==> src/rtl/frac_ffe3_pkg.sv <==
package frac_ffe3_pkg;

    // Control states of the equalizer
    typedef enum logic {
        ST_PRIME = 1'b0,   // capture configuration once after reset
        ST_RUN   = 1'b1    // normal sample-by-sample operation
    } ffe_state_e;

    // Signed contribution of one tap: +w for bit 1, -w for bit 0
    function automatic int signed tap_term(input logic bit_v, input int unsigned w);
        return bit_v ? int'(w) : -int'(w);
    endfunction

endpackage

==> src/rtl/frac_ffe3_ctl.sv <==
module frac_ffe3_ctl
    import frac_ffe3_pkg::*;
#(
    parameter int SPU  = 8,
    parameter int WW   = 6,
    parameter int DW   = 3,
    parameter int DMIN = 3,
    parameter int DMAX = 6
) (
    input  logic                         clk,
    input  logic                         rst_n,
    input  logic [WW-1:0]                cfg_main_i,
    input  logic [WW-1:0]                cfg_frac_i,
    input  logic [WW-1:0]                cfg_post_i,
    input  logic [DW-1:0]                cfg_dly_i,
    output logic                         run_o,
    output logic [$clog2(SPU)-1:0]       phase_o,
    output logic [WW-1:0]                act_main_o,
    output logic [WW-1:0]                act_frac_o,
    output logic [WW-1:0]                act_post_o,
    output logic [DW-1:0]                act_dly_o
);
    localparam int PW = $clog2(SPU);
    localparam logic [PW-1:0] PH_LAST = PW'(SPU - 1);

    ffe_state_e    state_q, state_d;
    logic [PW-1:0] phase_q;
    logic [DW-1:0] dly_clamped;
    logic          capture;

    // Clamp the requested fractional delay to the supported window
    always_comb begin
        if (int'(cfg_dly_i) < DMIN)      dly_clamped = DW'(DMIN);
        else if (int'(cfg_dly_i) > DMAX) dly_clamped = DW'(DMAX);
        else                             dly_clamped = cfg_dly_i;
    end

    // State register
    always_ff @(posedge clk or negedge rst_n) begin
        if (!rst_n) state_q <= ST_PRIME;
        else        state_q <= state_d;
    end

    // Next-state logic
    always_comb begin
        state_d = state_q;
        unique case (state_q)
            ST_PRIME: state_d = ST_RUN;
            ST_RUN:   state_d = ST_RUN;
        endcase
    end

    // Configuration is loaded in the priming cycle and on the last sample of each UI
    assign capture = (state_q == ST_PRIME) || (phase_q == PH_LAST);

    // Output-side registers: phase counter and active configuration
    always_ff @(posedge clk or negedge rst_n) begin
        if (!rst_n) begin
            phase_q    <= '0;
            act_main_o <= '0;
            act_frac_o <= '0;
            act_post_o <= '0;
            act_dly_o  <= DW'(DMIN);
        end else begin
            if (state_q == ST_RUN) begin
                phase_q <= (phase_q == PH_LAST) ? '0 : phase_q + 1'b1;
            end
            if (capture) begin
                act_main_o <= cfg_main_i;
                act_frac_o <= cfg_frac_i;
                act_post_o <= cfg_post_i;
                act_dly_o  <= dly_clamped;
            end
        end
    end

    assign run_o   = (state_q == ST_RUN);
    assign phase_o = phase_q;

endmodule

==> src/rtl/frac_ffe3_dline.sv <==
module frac_ffe3_dline #(
    parameter int SPU = 8,
    parameter int DW  = 3
) (
    input  logic          clk,
    input  logic          rst_n,
    input  logic          shift_i,
    input  logic          bit_i,
    input  logic [DW-1:0] sel_i,
    output logic          frac_tap_o,
    output logic          post_tap_o
);
    // stage_q[k] holds the sample taken k samples ago
    logic [SPU:1] stage_q;

    for (genvar k = 1; k <= SPU; k++) begin : g_stage
        always_ff @(posedge clk or negedge rst_n) begin
            if (!rst_n)       stage_q[k] <= 1'b0;
            else if (shift_i) stage_q[k] <= (k == 1) ? bit_i : stage_q[(k == 1) ? 1 : k-1];
        end
    end

    // Fractional tap selection
    always_comb begin
        frac_tap_o = stage_q[1];
        for (int k = 1; k <= SPU; k++) begin
            if (int'(sel_i) == k) frac_tap_o = stage_q[k];
        end
    end

    assign post_tap_o = stage_q[SPU];

endmodule

==> src/rtl/frac_ffe3_sum.sv <==
module frac_ffe3_sum
    import frac_ffe3_pkg::*;
#(
    parameter int WW = 6,
    parameter int OW = WW + 3
) (
    input  logic                 main_bit_i,
    input  logic                 frac_bit_i,
    input  logic                 post_bit_i,
    input  logic [WW-1:0]        w_main_i,
    input  logic [WW-1:0]        w_frac_i,
    input  logic [WW-1:0]        w_post_i,
    output logic signed [OW-1:0] sum_o
);
    int signed acc;

    always_comb begin
        acc = tap_term(main_bit_i, int'(w_main_i))
            - tap_term(frac_bit_i, int'(w_frac_i))
            - tap_term(post_bit_i, int'(w_post_i));
        sum_o = OW'(acc);
    end

endmodule

==> src/rtl/frac_ffe3.sv <==
module frac_ffe3
    import frac_ffe3_pkg::*;
#(
    parameter int SPU  = 8,
    parameter int WW   = 6,
    parameter int DW   = 3,
    parameter int DMIN = 3,
    parameter int DMAX = 6
) (
    input  logic                    clk,
    input  logic                    rst_n,
    input  logic                    ser_i,
    input  logic [WW-1:0]           cfg_main_i,
    input  logic [WW-1:0]           cfg_frac_i,
    input  logic [WW-1:0]           cfg_post_i,
    input  logic [DW-1:0]           cfg_dly_i,
    output logic signed [WW+2:0]    lvl_o
);
    localparam int OW = WW + 3;
    localparam int PW = $clog2(SPU);

    logic                 run;
    logic [PW-1:0]        phase;
    logic [WW-1:0]        act_main, act_frac, act_post;
    logic [DW-1:0]        act_dly;
    logic                 frac_bit, post_bit;
    logic signed [OW-1:0] sum;
    logic signed [OW-1:0] lvl_q;

    frac_ffe3_ctl #(.SPU(SPU), .WW(WW), .DW(DW), .DMIN(DMIN), .DMAX(DMAX)) u_ctl (
        .clk        (clk),
        .rst_n      (rst_n),
        .cfg_main_i (cfg_main_i),
        .cfg_frac_i (cfg_frac_i),
        .cfg_post_i (cfg_post_i),
        .cfg_dly_i  (cfg_dly_i),
        .run_o      (run),
        .phase_o    (phase),
        .act_main_o (act_main),
        .act_frac_o (act_frac),
        .act_post_o (act_post),
        .act_dly_o  (act_dly)
    );

    frac_ffe3_dline #(.SPU(SPU), .DW(DW)) u_dline (
        .clk        (clk),
        .rst_n      (rst_n),
        .shift_i    (run),
        .bit_i      (ser_i),
        .sel_i      (act_dly),
        .frac_tap_o (frac_bit),
        .post_tap_o (post_bit)
    );

    frac_ffe3_sum #(.WW(WW), .OW(OW)) u_sum (
        .main_bit_i (ser_i),
        .frac_bit_i (frac_bit),
        .post_bit_i (post_bit),
        .w_main_i   (act_main),
        .w_frac_i   (act_frac),
        .w_post_i   (act_post),
        .sum_o      (sum)
    );

    // Output register: updates only while running
    always_ff @(posedge clk or negedge rst_n) begin
        if (!rst_n)   lvl_q <= '0;
        else if (run) lvl_q <= sum;
    end

    assign lvl_o = lvl_q;

endmodule

==> config.mk <==
export PLATFORM = sky130hd
export DESIGN_NAME = frac_ffe3
export DESIGN_NICKNAME = d
export VERILOG_FILES = /design/src/rtl/frac_ffe3_pkg.sv /design/src/rtl/frac_ffe3_ctl.sv /design/src/rtl/frac_ffe3_dline.sv /design/src/rtl/frac_ffe3_sum.sv /design/src/rtl/frac_ffe3.sv
export SDC_FILE = /design/constraint.sdc
export NUM_CORES = 1
export LEC_CHECK = 0
export CAP_MARGIN = 0
export CORE_UTILIZATION = 35
export CTS_BUF_LIST = sky130_fd_sc_hd__clkbuf_2 sky130_fd_sc_hd__clkbuf_4 sky130_fd_sc_hd__clkbuf_8
export DETAILED_ROUTE_END_ITERATION = 6
export GPL_TIMING_DRIVEN = 1
export PLACE_DENSITY_LB_ADDON = 0.25
export SLEW_MARGIN = 20
export SYNTH_ARGS = -nofsm -noshare
export SYNTH_HDL_FRONTEND = slang
export SYNTH_SLANG_ARGS = --single-unit
==> constraint.sdc <==
create_clock -name clk -period 8.9 [get_ports clk]
set_input_delay 0.89 -clock clk [delete_from_list [all_inputs] [get_ports clk]]
set_output_delay 0.89 -clock clk [all_outputs]
set_load 0.03 [all_outputs]
# --- After elaboration in Yosys (flattened, before gate mapping) ---
# Cells that the tools add are included.
# Widths: inputs -> output; s select.
op_classes:
  magnitude_cmp: 2
  n_reduce_logical: 1
  mux: 12
  n_eq_ne: 7
  addsub: 6
  bitwise_logic: 1
op_table:
  columns: ["operator", "count"]
  rows:
  - ["$mux 9", 3]
  - ["$neg 6->9", 3]
  - ["$sub 9x9->9", 2]
  - ["$eq 3x3->1 const B", 5]
  - ["$mux 3", 3]
  - ["$mux 1", 6]
  - ["$add 3x1->3 const B", 1]
  - ["$eq 3x1->1 const B", 1]
  - ["$eq 3x2->1 const B", 1]
  - ["$gt 3x3->1 const B", 1]
  - ["$lt 3x2->1 const B", 1]
  - ["$logic_or 1x1->1", 1]
  - ["$not 1->1", 1]
totals:
  inputBits: 24
  regBits: 42
  out_inout_bits: 9
  elab_cells: 44

# --- Logic depth before layout (Yosys ltp) ---
depth:
  ltp_word: 10
  ltp_mapped: 13
  ltp_nobuf: 13

# --- Cells and area by module ---
# A second synthesis with hierarchy kept.
hier_totals:
  cells_unflattened: 222
  area_unflattened_um2: 2682.6
modules_own_cells:
  columns: ["module", "area_each_um2", "seq_area_each_um2", "instances", "cells_each"]
  rows:
  - ["frac_ffe3_ctl", 1042.2, 628.1, 1, 60]
  - ["frac_ffe3_sum", 918.4, 0.0, 1, 122]
  - ["frac_ffe3", 371.6, 225.2, 1, 19]
  - ["frac_ffe3_dline", 350.3, 200.2, 1, 21]

# --- Worst setup path before layout ---
# Ideal clock, no wire load.
synth_timing:
  kind: "register to register"
  from: "register u_ctl.act_dly_o[0]"
  to: "register lvl_q[8], in the netlist lvl_o[8]"
  stages_incl_launch_ff: 14
  setup_time_ns: 0.125
  path_buffers: 0
  t_required_ns: 8.775
  synth_period_minus_slack_ns: 3.474
  t_arrival_ns: 3.348
  path_slack_ns: 5.426
  path_cell_list: "dfstp_2 mux4_2 nand2_2 nand2_1 nor2_1 xor2_1 fa_1 inv_1 ha_1 nor2b_1 o31a_1 o22ai_1 xor3_1 mux2_4"
synth_between:
  elab_chain_len: 10
  word_cells_on_any_way: 15
  cone_classes: "2 x add/sub; 6 x eq/ne; 7 x mux"
synth_lines:
  columns: ["element", "line", "source"]
  rows:
  - ["start, declared", "frac_ffe3_ctl.sv:21", "output logic [DW-1:0] act_dly_o"]
  - ["start signal, assigned", "frac_ffe3_ctl.sv:63", "act_dly_o <= DW'(DMIN);"]
  - ["start signal, assigned", "frac_ffe3_ctl.sv:72", "act_dly_o <= dly_clamped;"]
  - ["$eq 3x3->1", "frac_ffe3_dline.sv:27", "if (int'(sel_i) == k) frac_tap_o = stage_q[k];"]
  - ["$mux 1 (5 in a row)", "frac_ffe3_dline.sv:27", null]
  - ["$mux 1 *", "frac_ffe3_dline.sv:27", null]
  - ["$mux 9 *", "frac_ffe3_pkg.sv:11", "return bit_v ? int'(w) : -int'(w);"]
  - ["$sub 9x9->9 *", "frac_ffe3_sum.sv:19", "- tap_term(frac_bit_i, int'(w_frac_i))"]
  - ["$sub 9x9->9 *", "frac_ffe3_sum.sv:20", "- tap_term(post_bit_i, int'(w_post_i));"]
  - ["end signal, assigned", "frac_ffe3.sv:68", "else if (run) lvl_q <= sum;"]
  - ["end, declared", "frac_ffe3.sv:28", "logic signed [OW-1:0] lvl_q;"]
# Mark *: on every way between the ends. The rest lies on a longest branch, timed or not.
# A chain may end at the register's enable or synchronous reset.

# --- Worst setup path after layout ---
# Same ends and word-level chain as after synthesis.

==> results.py <==
metrics = {
    "status": {
        "run_status": "finished, final reports clean",
    },
    "pwr": {
        "p_comb_share_pct": 66.5,
        "power_report.internal_total_mw": 0.803,
        "clock_power_share_pct": 11.5,
        "power-per-cell-area_mw_per_mm2": 447,
        "power.ir.vdd_worst_mv": 0.156,
        "post-layout-total-power_mw": 1.39,
        "power.switching_mw": 0.591,
        "seq_power_share_pct": 21.9,
        "share_of_total_power_consumed_by_net_switching_pct": 42.4,
        "cellLeakagePower_nw": 1.37,
    },
    "clock_network": {
        "worstSkewPairLatency_ns": 0.30,
        "cts.hold.buffers_added": 0,
        "cts-root-buf": "sky130_fd_sc_hd__clkbuf_8",
        "clkSinkCount": 42,
        "worst_setup_hold_path_clk_slew_ns": 0.09,
        "cts_setup_buffers": 0,
        "post_cts.resized_instances": 0,
        "cts_tree": "yes",
        "tritoncts.num_buffers": 5,
        "cts-htree-levels": 2,
        "clockBufferDepth": 2,
    },
    "floorplan": {
        "initial_utilization_pct": 37.0,
        "dieHeight_um": 88.0,
        "width_of_the_chip_um": 88.0,
        "rows": 30,
        "core-area_mm2": 0.00698,
        "boundaryPins": 33,
        "die_area_mm2": 0.00774,
    },
    "synthesis": {
        "synth-warning-count": 0,
        "post_synth_main_area_contributors": "sky130_fd_sc_hd__dfrtp_1 (39%), sky130_fd_sc_hd__mux2_2 (11%), sky130_fd_sc_hd__ha_1 (6.3%)",
        "yosys.cell_count.top_type": "sky130_fd_sc_hd__dfrtp_1",
        "synth_largest_type_area_fraction_pct": 38.7,
        "synth_cell_type_count": 44,
        "syn-cell-area_mm2": 0.00259,
        "yosys_register_bits": 42,
        "ys_seq_area_share_pct": 40.7,
        "synth_flop_cell": "sky130_fd_sc_hd__dfrtp_1",
        "post_synth_edffs": 0,
        "syn-num-nets": 287,
        "synth_common_cells": "sky130_fd_sc_hd__dfrtp_1 (40), sky130_fd_sc_hd__mux2_2 (25), sky130_fd_sc_hd__inv_1 (24)",
        "synth.avg_cell_area_um2": 10.7,
        "syn_inst": 242,
        "yosysTopAreaCell": "sky130_fd_sc_hd__dfrtp_1",
        "async_flop_share_pct": 100,
    },
    "drt": {
        "detailedRoute.firstPassIterationCount": 4,
        "antenna_left": 0,
        "drtIter0Drc": 81,
        "routed_wl_um": 4890,
        "remaining_drc_errors": 0,
        "vias_per_cell": 4.87,
        "num_vias": 1807,
        "route.detailed.wl_per_inst_um": 13.2,
    },
    "grt": {
        "via_count_of_the_first_global_routing_pass": 1738,
        "grt_first_pass_wirelength_um": 8340,
        "antenna_found_initial": 0,
        "grt_max_degree": 43,
        "gr-total-overflow": 0,
        "global_route.usage.total_pct": 14.4,
    },
    "final_layout": {
        "post-route-util_pct": 44.7,
        "filler_cell_count": 699,
        "layout.cell_area.non_filler_mm2": 0.00312,
        "share_of_layout_cells_above_drive_strength_1_pct": 16.0,
        "nets": 319,
        "diodes": 0,
        "syn2layout_area_growth_pct": 20.6,
    },
    "sta": {
        "report.final.hold_viol_count": 0,
        "fin_setup_tns_ns": 0,
        "top_achievable_clock_speed_ghz": 0.271,
        "setup_viol_count_final": 0,
        "timing.clock.skew_ns": 0.0107,
        "period_minus_slack_ns": 3.68,
        "max_slew_margin_pct": 36.6,
        "slew_viol_final": 0,
        "tightestPinTransition_ns": 0.951,
        "post-route-period-util_pct": 41.4,
        "rsz0062_at_grt": "no",
    },
    "setup_path": {
        "required_ns": 9.09,
        "worst_setup_ep_type": "flop",
        "critPathLaunch": "u_ctl.act_dly_o[0]",
        "worst-r2r-setup-slack_ns": 5.22,
        "regToRegStartpoint": "u_ctl.act_dly_o[0]",
        "path_cells": "mux4_2 > nand2_2 > nand2_1 > nor2_1 > xor2_1 > fa_1 > inv_1 > ha_1 > nor2b_1 > o31a_1 > o22ai_1 > xor3_1 > mux2_4",
        "critPathKind": "flop to flop",
        "cp.buffers_inverters": 1,
        "kind_of_cell_with_the_highest_combined_delay_on_the_critical_path": "adder cells",
        "worst_path_max_delay_cell": "sky130_fd_sc_hd__dfstp_2",
        "crit_path_max_incr_delay_ns": 0.58,
        "critical_path_arrival_ns": 3.87,
        "crit_path_start_kind": "flop",
        "cp_num_cells": 13,
        "worst-path-max-fanout": 5,
        "ff2ff_path_depth": 13,
    },
    "placement": {
        "detailed_place_hpwl_um": 3710,
        "gp_weighted_congestion": 0.876,
        "detailed_place.area_mm2": 0.00300,
        "port-buffer-count": 32,
    },
    "min_path": {
        "min_path_type": "flop to flop",
        "timing.hold.worst_path_depth": 1,
        "worstHoldStart": "lvl_o[4]",
    },
    "job": {
        "max-cap-violations": 0,
    },
}
power groups by stage:
stage | Clock (mW) | Combinational (mW) | Sequential (mW)
finish | 0.161 | 0.927 | 0.306
global route | 0.177 | 1.04 | 0.316
CTS | 0.167 | 0.935 | 0.307
detailed placement | 0 | 0.930 | 0.310
global placement | 0 | 0.912 | 0.309
floorplan | 0 | 0.690 | 0.336
metrics by stage:
stage               setup slack, ns  instances  hold WS [ns]
global placement               5.05        363         0.462
finish                         5.22        371         0.483
floorplan                      5.43        242         0.457
detailed placement             4.99        363         0.469
CTS                            5.21        371         0.486
global route                   5.06        371         0.504
logic make-up after synthesis:
kind of cell | after synthesis | synth area share, %
AND/OR/NAND/NOR | 53 | 9.58
AO/OA/AOI/OAI | 47 | 12.3
flip-flops | 42 | 40.7
buffers and inverters | 32 | 4.64
multiplexers | 30 | 13.5
adder cells (fa/ha/maj) | 21 | 12.5
XOR/XNOR | 16 | 6.58
other | 1 | 0.145
cell type report:
type / count / area, µm² / area share (%)
clock buffers: 7 / 90.1 / 2.89
clock inverters: 1 / 30.0 / 0.963
inverters: 24 / 90.1 / 2.89
multi-input cells: 168 / 1410 / 45.3
flip-flops and latches: 42 / 1050 / 33.8
well taps: 96 / 120 / 3.85
repair buffers: 33 / 323 / 10.3
flip-flops by register name, summed over array words and instances (netlist names):
register,cells
lvl_o,9
u_ctl.phase_o,3
u_ctl.act_post_o,6
u_dline.stage_q,7
u_dline.post_tap_o,1
u_ctl.act_dly_o,3
u_ctl.act_frac_o,6
u_ctl.run_o,1
u_ctl.act_main_o,6
final timing paths:
check | to
max | lvl_o[8]
min | lvl_o[4]
max reg2reg | lvl_o[8]
min reg2reg | lvl_o[4]
max in group asynchronous | u_dline.stage_q[6]
min in group asynchronous | lvl_o[6]
layout by cell type, fill, tap and decap left out, types with 2 or more instances in the layout:
master / count
sky130_fd_sc_hd__dfrtp_1: 40
sky130_fd_sc_hd__clkdlybuf4s50_1: 31
sky130_fd_sc_hd__mux2_2: 25
sky130_fd_sc_hd__inv_1: 24
sky130_fd_sc_hd__nand2_1: 18
sky130_fd_sc_hd__nor2_1: 15
sky130_fd_sc_hd__ha_1: 13
sky130_fd_sc_hd__o21ai_0: 12
sky130_fd_sc_hd__fa_1: 8
sky130_fd_sc_hd__xnor2_1: 7
sky130_fd_sc_hd__xor2_1: 7
sky130_fd_sc_hd__a21oi_1: 6
sky130_fd_sc_hd__nor3_1: 6
sky130_fd_sc_hd__clkbuf_8: 6
sky130_fd_sc_hd__a31oi_1: 5
sky130_fd_sc_hd__o211ai_1: 4
sky130_fd_sc_hd__mux2i_1: 3
sky130_fd_sc_hd__o21a_1: 3
sky130_fd_sc_hd__nor3b_1: 3
sky130_fd_sc_hd__nand3b_1: 3
sky130_fd_sc_hd__a211o_1: 2
sky130_fd_sc_hd__nand3_1: 2
sky130_fd_sc_hd__a31o_2: 2
sky130_fd_sc_hd__xor3_1: 2
sky130_fd_sc_hd__a21o_1: 2
sky130_fd_sc_hd__a21boi_0: 2
sky130_fd_sc_hd__o31ai_1: 2
sky130_fd_sc_hd__dfstp_2: 2
metal layers:
metal	up-vias	global-route usage [%]	wire, µm
met5	-	0	0
met4	0	3.58	30
met3	2	3.96	156
met2	32	22.0	2200
met1	880	20.2	2490
li1	893	-	-
(Power assumes the default switching activity.)
